--- src/rtl/cexp_pkg.sv ---
package cexp_pkg;
  localparam int CX_HALF_W  = 16;
  localparam int CX_FETCH_W = 2 * CX_HALF_W;
  localparam int CX_WORD_W  = 32;
  localparam logic [CX_WORD_W-1:0] CX_FILL = 32'hDEADC0DE;

  typedef enum logic [1:0] {
    CX_OK     = 2'd0,
    CX_UNDEF  = 2'd1,
    CX_BRANCH = 2'd2
  } cx_status_e;

  typedef struct packed {
    logic                 hit;
    logic                 undef;
    logic                 br;
    logic [CX_WORD_W-1:0] word;
  } cx_part_t;
endpackage

--- src/rtl/cexp_half_sel.sv ---
module cexp_half_sel #(
  parameter int HALF_W = 16
) (
  input  logic [2*HALF_W-1:0] fetch_i,
  input  logic                big_end_i,
  output logic [HALF_W-1:0]   half_o
);
  assign half_o = big_end_i ? fetch_i[2*HALF_W-1:HALF_W] : fetch_i[HALF_W-1:0];
endmodule

--- src/rtl/cexp_dp_dec.sv ---
module cexp_dp_dec
  import cexp_pkg::*;
(
  input  logic [CX_HALF_W-1:0] half_i,
  input  logic                 v5_en_i,
  output cx_part_t             part_o
);
  typedef enum logic [1:0] {PL_NORM, PL_SHIFT, PL_NEG, PL_MUL} place_e;

  logic [4:0]  grp;
  logic [2:0]  rd, rs;
  logic [3:0]  sub, hd, hs;
  place_e      pl;
  logic [31:0] alu_base;

  assign grp = half_i[15:11];
  assign rd  = half_i[2:0];
  assign rs  = half_i[5:3];
  assign sub = half_i[9:6];
  assign hd  = {half_i[7], half_i[2:0]};
  assign hs  = {half_i[6], half_i[5:3]};

  always_comb begin
    pl       = PL_NORM;
    alu_base = 32'h0;
    case (sub)
      4'h0: alu_base = 32'hE0100000;
      4'h1: alu_base = 32'hE0300000;
      4'h2: begin alu_base = 32'hE1B00010; pl = PL_SHIFT; end
      4'h3: begin alu_base = 32'hE1B00030; pl = PL_SHIFT; end
      4'h4: begin alu_base = 32'hE1B00050; pl = PL_SHIFT; end
      4'h5: alu_base = 32'hE0B00000;
      4'h6: alu_base = 32'hE0D00000;
      4'h7: begin alu_base = 32'hE1B00070; pl = PL_SHIFT; end
      4'h8: alu_base = 32'hE1100000;
      4'h9: begin alu_base = 32'hE2700000; pl = PL_NEG; end
      4'hA: alu_base = 32'hE1500000;
      4'hB: alu_base = 32'hE1700000;
      4'hC: alu_base = 32'hE1900000;
      4'hD: begin alu_base = 32'hE0100090; pl = PL_MUL; end
      4'hE: alu_base = 32'hE1D00000;
      default: alu_base = 32'hE1F00000;
    endcase
  end

  always_comb begin
    part_o = '0;
    case (grp)
      5'd0, 5'd1, 5'd2: begin
        part_o.hit         = 1'b1;
        part_o.word        = 32'hE1B00000;
        part_o.word[6:5]   = half_i[12:11];
        part_o.word[11:7]  = half_i[10:6];
        part_o.word[3:0]   = {1'b0, rs};
        part_o.word[15:12] = {1'b0, rd};
      end
      5'd3: begin
        part_o.hit = 1'b1;
        case (half_i[10:9])
          2'd0:    part_o.word = 32'hE0900000;
          2'd1:    part_o.word = 32'hE0500000;
          2'd2:    part_o.word = 32'hE2900000;
          default: part_o.word = 32'hE2500000;
        endcase
        part_o.word[3:0]   = {1'b0, half_i[8:6]};
        part_o.word[19:16] = {1'b0, rs};
        part_o.word[15:12] = {1'b0, rd};
      end
      5'd4, 5'd5, 5'd6, 5'd7: begin
        part_o.hit = 1'b1;
        case (half_i[12:11])
          2'd0:    part_o.word = 32'hE3B00000;
          2'd1:    part_o.word = 32'hE3500000;
          2'd2:    part_o.word = 32'hE2900000;
          default: part_o.word = 32'hE2500000;
        endcase
        part_o.word[7:0]   = half_i[7:0];
        part_o.word[19:16] = {1'b0, half_i[10:8]};
        part_o.word[15:12] = {1'b0, half_i[10:8]};
      end
      5'd8: begin
        part_o.hit = 1'b1;
        if (!half_i[10]) begin
          part_o.word = alu_base;
          case (pl)
            PL_NORM: begin
              part_o.word[19:16] = {1'b0, rd};
              part_o.word[15:12] = {1'b0, rd};
              part_o.word[3:0]   = {1'b0, rs};
            end
            PL_SHIFT: begin
              part_o.word[15:12] = {1'b0, rd};
              part_o.word[3:0]   = {1'b0, rd};
              part_o.word[11:8]  = {1'b0, rs};
            end
            PL_NEG: begin
              part_o.word[15:12] = {1'b0, rd};
              part_o.word[19:16] = {1'b0, rs};
            end
            default: begin
              part_o.word[19:16] = {1'b0, rd};
              part_o.word[11:8]  = {1'b0, rd};
              part_o.word[3:0]   = {1'b0, rs};
            end
          endcase
        end else begin
          case (sub)
            4'h1, 4'h2, 4'h3, 4'h5, 4'h6, 4'h7, 4'h9, 4'hA, 4'hB: begin
              case (sub[3:2])
                2'd0:    part_o.word = 32'hE0800000;
                2'd1:    part_o.word = 32'hE1500000;
                default: part_o.word = 32'hE1A00000;
              endcase
              part_o.word[19:16] = hd;
              part_o.word[15:12] = hd;
              part_o.word[3:0]   = hs;
            end
            4'hC, 4'hD: begin
              part_o.word      = 32'hE12FFF10;
              part_o.word[3:0] = half_i[6:3];
            end
            4'hE, 4'hF: begin
              // exchange-with-link form is option gated
              if (v5_en_i) begin
                part_o.word      = 32'hE12FFF30;
                part_o.word[3:0] = half_i[6:3];
              end else begin
                part_o.undef = 1'b1;
              end
            end
            default: part_o.undef = 1'b1;
          endcase
        end
      end
      default: ;
    endcase
  end
endmodule

--- src/rtl/cexp_ls_dec.sv ---
module cexp_ls_dec
  import cexp_pkg::*;
(
  input  logic [CX_HALF_W-1:0] half_i,
  input  logic                 v5_en_i,
  output cx_part_t             part_o
);
  logic [4:0] grp;
  logic [2:0] rd, rb;

  assign grp = half_i[15:11];
  assign rd  = half_i[2:0];
  assign rb  = half_i[5:3];

  always_comb begin
    part_o = '0;
    case (grp)
      5'd9, 5'd18, 5'd19: begin
        part_o.hit = 1'b1;
        if (grp == 5'd9)      part_o.word = 32'hE59F0000;
        else if (half_i[11])  part_o.word = 32'hE59D0000;
        else                  part_o.word = 32'hE58D0000;
        part_o.word[15:12] = {1'b0, half_i[10:8]};
        part_o.word[9:2]   = half_i[7:0];
      end
      5'd10, 5'd11: begin
        part_o.hit = 1'b1;
        case ({half_i[9], half_i[11:10]})
          3'd0:    part_o.word = 32'hE7800000;
          3'd1:    part_o.word = 32'hE7C00000;
          3'd2:    part_o.word = 32'hE7900000;
          3'd3:    part_o.word = 32'hE7D00000;
          3'd4:    part_o.word = 32'hE18000B0;
          3'd5:    part_o.word = 32'hE19000D0;
          3'd6:    part_o.word = 32'hE19000B0;
          default: part_o.word = 32'hE19000F0;
        endcase
        part_o.word[15:12] = {1'b0, rd};
        part_o.word[19:16] = {1'b0, rb};
        part_o.word[3:0]   = {1'b0, half_i[8:6]};
      end
      5'd12, 5'd13, 5'd14, 5'd15: begin
        part_o.hit = 1'b1;
        case (half_i[12:11])
          2'd0:    part_o.word = 32'hE5800000;
          2'd1:    part_o.word = 32'hE5900000;
          2'd2:    part_o.word = 32'hE5C00000;
          default: part_o.word = 32'hE5D00000;
        endcase
        part_o.word[15:12] = {1'b0, rd};
        part_o.word[19:16] = {1'b0, rb};
        // word transfers scale by 4, byte transfers do not
        if (half_i[12]) part_o.word[4:0] = half_i[10:6];
        else            part_o.word[6:2] = half_i[10:6];
      end
      5'd16, 5'd17: begin
        part_o.hit         = 1'b1;
        part_o.word        = half_i[11] ? 32'hE1D000B0 : 32'hE1C000B0;
        part_o.word[15:12] = {1'b0, rd};
        part_o.word[19:16] = {1'b0, rb};
        part_o.word[3:1]   = half_i[8:6];
        part_o.word[9:8]   = half_i[10:9];
      end
      5'd20, 5'd21: begin
        part_o.hit         = 1'b1;
        part_o.word        = half_i[11] ? 32'hE28D0F00 : 32'hE28F0F00;
        part_o.word[15:12] = {1'b0, half_i[10:8]};
        part_o.word[7:0]   = half_i[7:0];
      end
      5'd22, 5'd23: begin
        part_o.hit = 1'b1;
        case (half_i[11:8])
          4'h0: begin
            part_o.word      = half_i[7] ? 32'hE24DDF00 : 32'hE28DDF00;
            part_o.word[6:0] = half_i[6:0];
          end
          4'h4, 4'h5: begin
            part_o.word      = 32'hE92D0000;
            part_o.word[14]  = half_i[8];
            part_o.word[7:0] = half_i[7:0];
          end
          4'hC, 4'hD: begin
            part_o.word      = 32'hE8BD0000;
            part_o.word[15]  = half_i[8];
            part_o.word[7:0] = half_i[7:0];
          end
          4'hE: begin
            if (v5_en_i) begin
              part_o.word       = 32'hE1200070;
              part_o.word[11:8] = half_i[7:4];
              part_o.word[3:0]  = half_i[3:0];
            end else begin
              part_o.undef = 1'b1;
            end
          end
          default: part_o.undef = 1'b1;
        endcase
      end
      5'd24, 5'd25: begin
        part_o.hit         = 1'b1;
        part_o.word        = half_i[11] ? 32'hE8B00000 : 32'hE8A00000;
        part_o.word[19:16] = {1'b0, half_i[10:8]};
        part_o.word[7:0]   = half_i[7:0];
      end
      default: ;
    endcase
  end
endmodule

--- src/rtl/cexp_br_dec.sv ---
module cexp_br_dec
  import cexp_pkg::*;
(
  input  logic [4:0] grp_i,
  input  logic [3:0] cond_i,
  input  logic       lsb_i,
  input  logic       v5_en_i,
  output cx_part_t   part_o
);
  always_comb begin
    part_o = '0;
    case (grp_i)
      5'd26, 5'd27: begin
        part_o.hit   = 1'b1;
        part_o.undef = (cond_i == 4'hE);
        part_o.br    = (cond_i != 4'hE);
      end
      5'd28, 5'd30, 5'd31: begin
        part_o.hit = 1'b1;
        part_o.br  = 1'b1;
      end
      5'd29: begin
        part_o.hit   = 1'b1;
        part_o.br    = v5_en_i && !lsb_i;
        part_o.undef = !(v5_en_i && !lsb_i);
      end
      default: ;
    endcase
  end
endmodule

--- src/rtl/cinstr_expander.sv ---
module cinstr_expander
  import cexp_pkg::*;
#(
  parameter bit REG_OUT = 1'b1
) (
  input  logic                  clk_i,
  input  logic                  rst_ni,
  input  logic                  valid_i,
  input  logic [CX_FETCH_W-1:0] fetch_i,
  input  logic                  big_end_i,
  input  logic                  v5_en_i,
  output logic                  valid_o,
  output logic [CX_WORD_W-1:0]  word_o,
  output logic [1:0]            status_o
);
  localparam int N_PART = 3;

  logic [CX_HALF_W-1:0] half;
  cx_part_t             parts [N_PART];
  logic [CX_WORD_W-1:0] word_d;
  cx_status_e           st_d;

  cexp_half_sel #(.HALF_W(CX_HALF_W)) u_sel (
    .fetch_i   (fetch_i),
    .big_end_i (big_end_i),
    .half_o    (half)
  );

  cexp_dp_dec u_dp (.half_i(half), .v5_en_i(v5_en_i), .part_o(parts[0]));
  cexp_ls_dec u_ls (.half_i(half), .v5_en_i(v5_en_i), .part_o(parts[1]));
  cexp_br_dec u_br (
    .grp_i   (half[15:11]),
    .cond_i  (half[11:8]),
    .lsb_i   (half[0]),
    .v5_en_i (v5_en_i),
    .part_o  (parts[2])
  );

  // groups are disjoint: at most one decoder hits
  always_comb begin
    logic any_hit, any_undef, any_br;
    logic [CX_WORD_W-1:0] w;
    any_hit   = 1'b0;
    any_undef = 1'b0;
    any_br    = 1'b0;
    w         = '0;
    for (int i = 0; i < N_PART; i++) begin
      any_hit   |= parts[i].hit;
      any_undef |= parts[i].hit & parts[i].undef;
      any_br    |= parts[i].hit & parts[i].br;
      w         |= parts[i].hit ? parts[i].word : '0;
    end
    if (any_undef || !any_hit) begin
      st_d   = CX_UNDEF;
      word_d = CX_FILL;
    end else if (any_br) begin
      st_d   = CX_BRANCH;
      word_d = CX_FILL;
    end else begin
      st_d   = CX_OK;
      word_d = w;
    end
  end

  generate
    if (REG_OUT) begin : g_reg
      always_ff @(posedge clk_i or negedge rst_ni) begin
        if (!rst_ni) begin
          valid_o  <= 1'b0;
          word_o   <= '0;
          status_o <= '0;
        end else begin
          valid_o  <= valid_i;
          word_o   <= word_d;
          status_o <= st_d;
        end
      end
    end else begin : g_comb
      assign valid_o  = valid_i;
      assign word_o   = word_d;
      assign status_o = st_d;
    end
  endgenerate
endmodule

--- config.mk ---
export PLATFORM = sky130hd
export DESIGN_NAME = cinstr_expander
export DESIGN_NICKNAME = d
export VERILOG_FILES = /design/src/rtl/cexp_pkg.sv /design/src/rtl/cexp_half_sel.sv /design/src/rtl/cexp_dp_dec.sv /design/src/rtl/cexp_ls_dec.sv /design/src/rtl/cexp_br_dec.sv /design/src/rtl/cinstr_expander.sv
export SDC_FILE = /design/constraint.sdc
export NUM_CORES = 1
export LEC_CHECK = 0
export ABC_AREA = 1
export BUFFER_PORTS_ARGS = -buffer_cell sky130_fd_sc_hd__buf_4
export CAP_MARGIN = 20
export CORE_MARGIN = 1.5
export CORE_UTILIZATION = 31
export DETAILED_ROUTE_END_ITERATION = 8
export PLACE_DENSITY = 0.55
export SYNTH_ARGS = -nofsm -noshare
export SYNTH_HDL_FRONTEND = slang
export SYNTH_SLANG_ARGS = --single-unit
--- constraint.sdc ---
create_clock -name clk_i -period 0.85 [get_ports clk_i]
set_input_delay 0.17 -clock clk_i [delete_from_list [all_inputs] [get_ports clk_i]]
set_output_delay 0.17 -clock clk_i [all_outputs]
set_load 0.01 [all_outputs]
==> results.yml <==
outcome:
  status: "finished with violations"
  violations: "setup timing"
global_routing:
  first_global_vias: 4598
  grt_overflow: 0
  grt_pass1_wl_mm: 24.2
  grt_use_total_pct: 28.2
  antenna_found_initial: 0
  grt_max_degree: 35
cells_and_area:
  final_util_pct: 63.3
  fin_nets: 815
  ff_latch_area_um2: 851
  drive_above_1_share_pct: 56.6
  diodes: 0
  area_delta_synth_final_pct: 98.8
  nFillCells: 906
  multi_input_area_mm2: 0.00288
timing:
  rsz0062_at_grt: "yes"
  maxSlewViolCount: 0
  tightest_slew_ns: 0.534
  fin_crit_ns: 1.73
  setup_tns_ns: -27.30
  finalSetupViolCount: 67
  setup_ws_ns: -0.884
  finalHoldViolations: 0
  hold_ws_ns: 0.352
  finalCritPeriodShare_pct: 204
  relSlewSlack_pct: 64.4
  fmax_mhz: 577
synth:
  synth.most_common_cell: "nand2_1"
  synth_area_leaders: "dfrtp_1 26%, nand2_1 17%, nor2_1 7.8%, nand3_1 7.3%, o21ai_0 6.1%"
  yosys-top-cells-count: "145 x nand2_1, 68 x nor2_1, 48 x nand3_1, 47 x inv_1, 40 x o21ai_0"
  synthesis.nets: 574
  yosys_warnings: 0
  syn_area_per_cell_um2: 6.13
  synth_edf_count: 0
  synth_seq_area_share_pct: 26.0
  yosys.area.top_type: "dfrtp_1"
  synth_top_area_share_pct: 26.0
  synth-main-ff-cell: "dfrtp_1"
  synthesis.area_mm2: 0.00327
  netlist_instances: 534
  async_flop_share_pct: 100
  synth_cell_types: 38
  synth-seq-cells: 34
pwr:
  p_leak_nw: 3.26
  power_mw: 7.60
  p_per_area_mw_per_mm2: 1170
  vdd.ir_drop.worst_mv: 0.776
setup_path:
  worstSetupStartpointType: "input pin"
  crit_required_ns: 1.02
  crit_family: "simple AND/OR/NAND/NOR gates"
  crit_path_frequent_cell: "nand2_2"
  cp_data_arrival_time_ns: 1.90
  critPathKind: "input pin to register"
  worst-path-max-fanout: 5
  cp_slowest_cell: "nor3_4"
  worstSetupEndpointType: "register"
  max_stage_delay_ns: 0.22
  crit_cells: 18
  path_buf_inv: 4
  cp_cell_sequence: "buf_12 -> nand2_2 -> nand2_8 -> inv_4 -> nor2_4 -> nand2_2 -> nand2_2 -> nor3_4 -> inv_2 -> ha_4 -> inv_2 -> nor2_4 -> a21oi_2 -> a21oi_2 -> nand2_1 -> nand2_1 -> nor2_1 -> nand3_1"
clock_network:
  root_buffer: "clkbuf_8"
  cts_sinks: 34
  clkTransAtPathRegs_ns: 0.07
  ctsLongestPathBuffers: 2
  cts_buffers: 5
  cts_max_level: 2
  cts_tree: "built"
die:
  start_util_pct: 31.8
  core_mm2: 0.0103
  rows: 37
  dieWidth_um: 106
  fp.dieH_um: 106
  die_area_mm2: 0.0112
  pin_count: 72
routing:
  vias: 4674
  wl_mm: 15.7
  avgViaCountPerCell: 5.13
  drc: 0
  drt_pass1_iterations: 5
  wl_per_cell_um: 17.2
  detail-route-antenna-nets: 0
  drtIter0Drc: 318
placement:
  io_buffer_count: 71
  pre_cts_ws_ns: -1.35
  routabilityCongestion: 0.939
  place_hpwl_mm: 11.9
flow_run:
  drv_cap: 0
worst_hold_path:
  min_path_type: "input pin to async pin"
-- how the worst max path moves through the flow --
| stage | startpoint | to | slack [ns] |
|---|---|---|---|
| floorplan | big_end_i | word_o[2] | -1.08 |
| global placement | big_end_i | word_o[1] | -1.30 |
| detailed placement | big_end_i | word_o[16] | -1.35 |
| CTS | big_end_i | word_o[16] | -0.83 |
| global route | big_end_i | word_o[1] | -0.96 |
| finish | big_end_i | word_o[1] | -0.88 |
-- power by group --
part	internal, mW	switching (mW)
Combinational	2.00	2.10
Clock	0.871	0.623
Sequential	1.87	0.126
-- cells in the final DEF (no fill, tap or decap), types with 14 or more instances in the layout --
| cell | instances |
|---|---|
| a21oi_1 | 18 |
| a21oi_2 | 14 |
| buf_4 | 180 |
| buf_6 | 64 |
| dfrtp_1 | 34 |
| inv_1 | 34 |
| inv_2 | 14 |
| nand2_1 | 94 |
| nand2_2 | 37 |
| nand2_4 | 25 |
| nand3_1 | 31 |
| nand3_2 | 14 |
| nor2_1 | 49 |
| nor2_4 | 15 |
| o21ai_0 | 25 |
| o21ai_1 | 14 |
-- stage by stage --
stage	cells	instance area (um^2)
after floorplan	534	3560
after global placement	854	5080
after detailed placement	854	5080
after CTS	899	6150
after global routing	912	6500
final	912	6500
-- cell type report --
type / instances / share of cell area [%]
clock buffers: 5 / 1.06
clock inverters: 3 / 0.692
inverters: 53 / 3.40
multi-input cells: 426 / 44.3
flip-flops and latches: 34 / 13.1
well taps: 136 / 2.62
repair buffers: 255 / 34.8
-- repair_timing --
item / in CTS / in global routing
gates resized for setup: 169 / 72
hold buffers: 2 / 0
endpoints found under the setup margin: 67 / 67
setup buffers: 34 / 18
endpoints found under the hold margin: 35 / 0
cloned: 2 / 0
pin swaps: 59 / 74
-- registers in the layout, summed over array words and instances (netlist names) --
name,flops
word_o,31
valid_o,1
status_o,2
-- per-layer routing --
metal / part of all wire (%) / track usage [%] / vias to the layer above
met4: 3.7 / 10.6 / 0
met5: 0 / 0 / -
met1: 41 / 36.7 / 2182
li1: - / - / 2242
met3: 7.2 / 3.03 / 37
met2: 48 / 47.8 / 213
-- logic make-up after synthesis --
group / after synthesis / share of synthesized area [%]
compound gates: 111 / 19.2
fa+ha+maj: 3 / 1.15
buf+inv: 74 / 11.0
flops: 34 / 26.0
other cells: 1 / 0.115
simple gates: 311 / 42.5
Note: power is estimated with default switching activity, not from simulation.
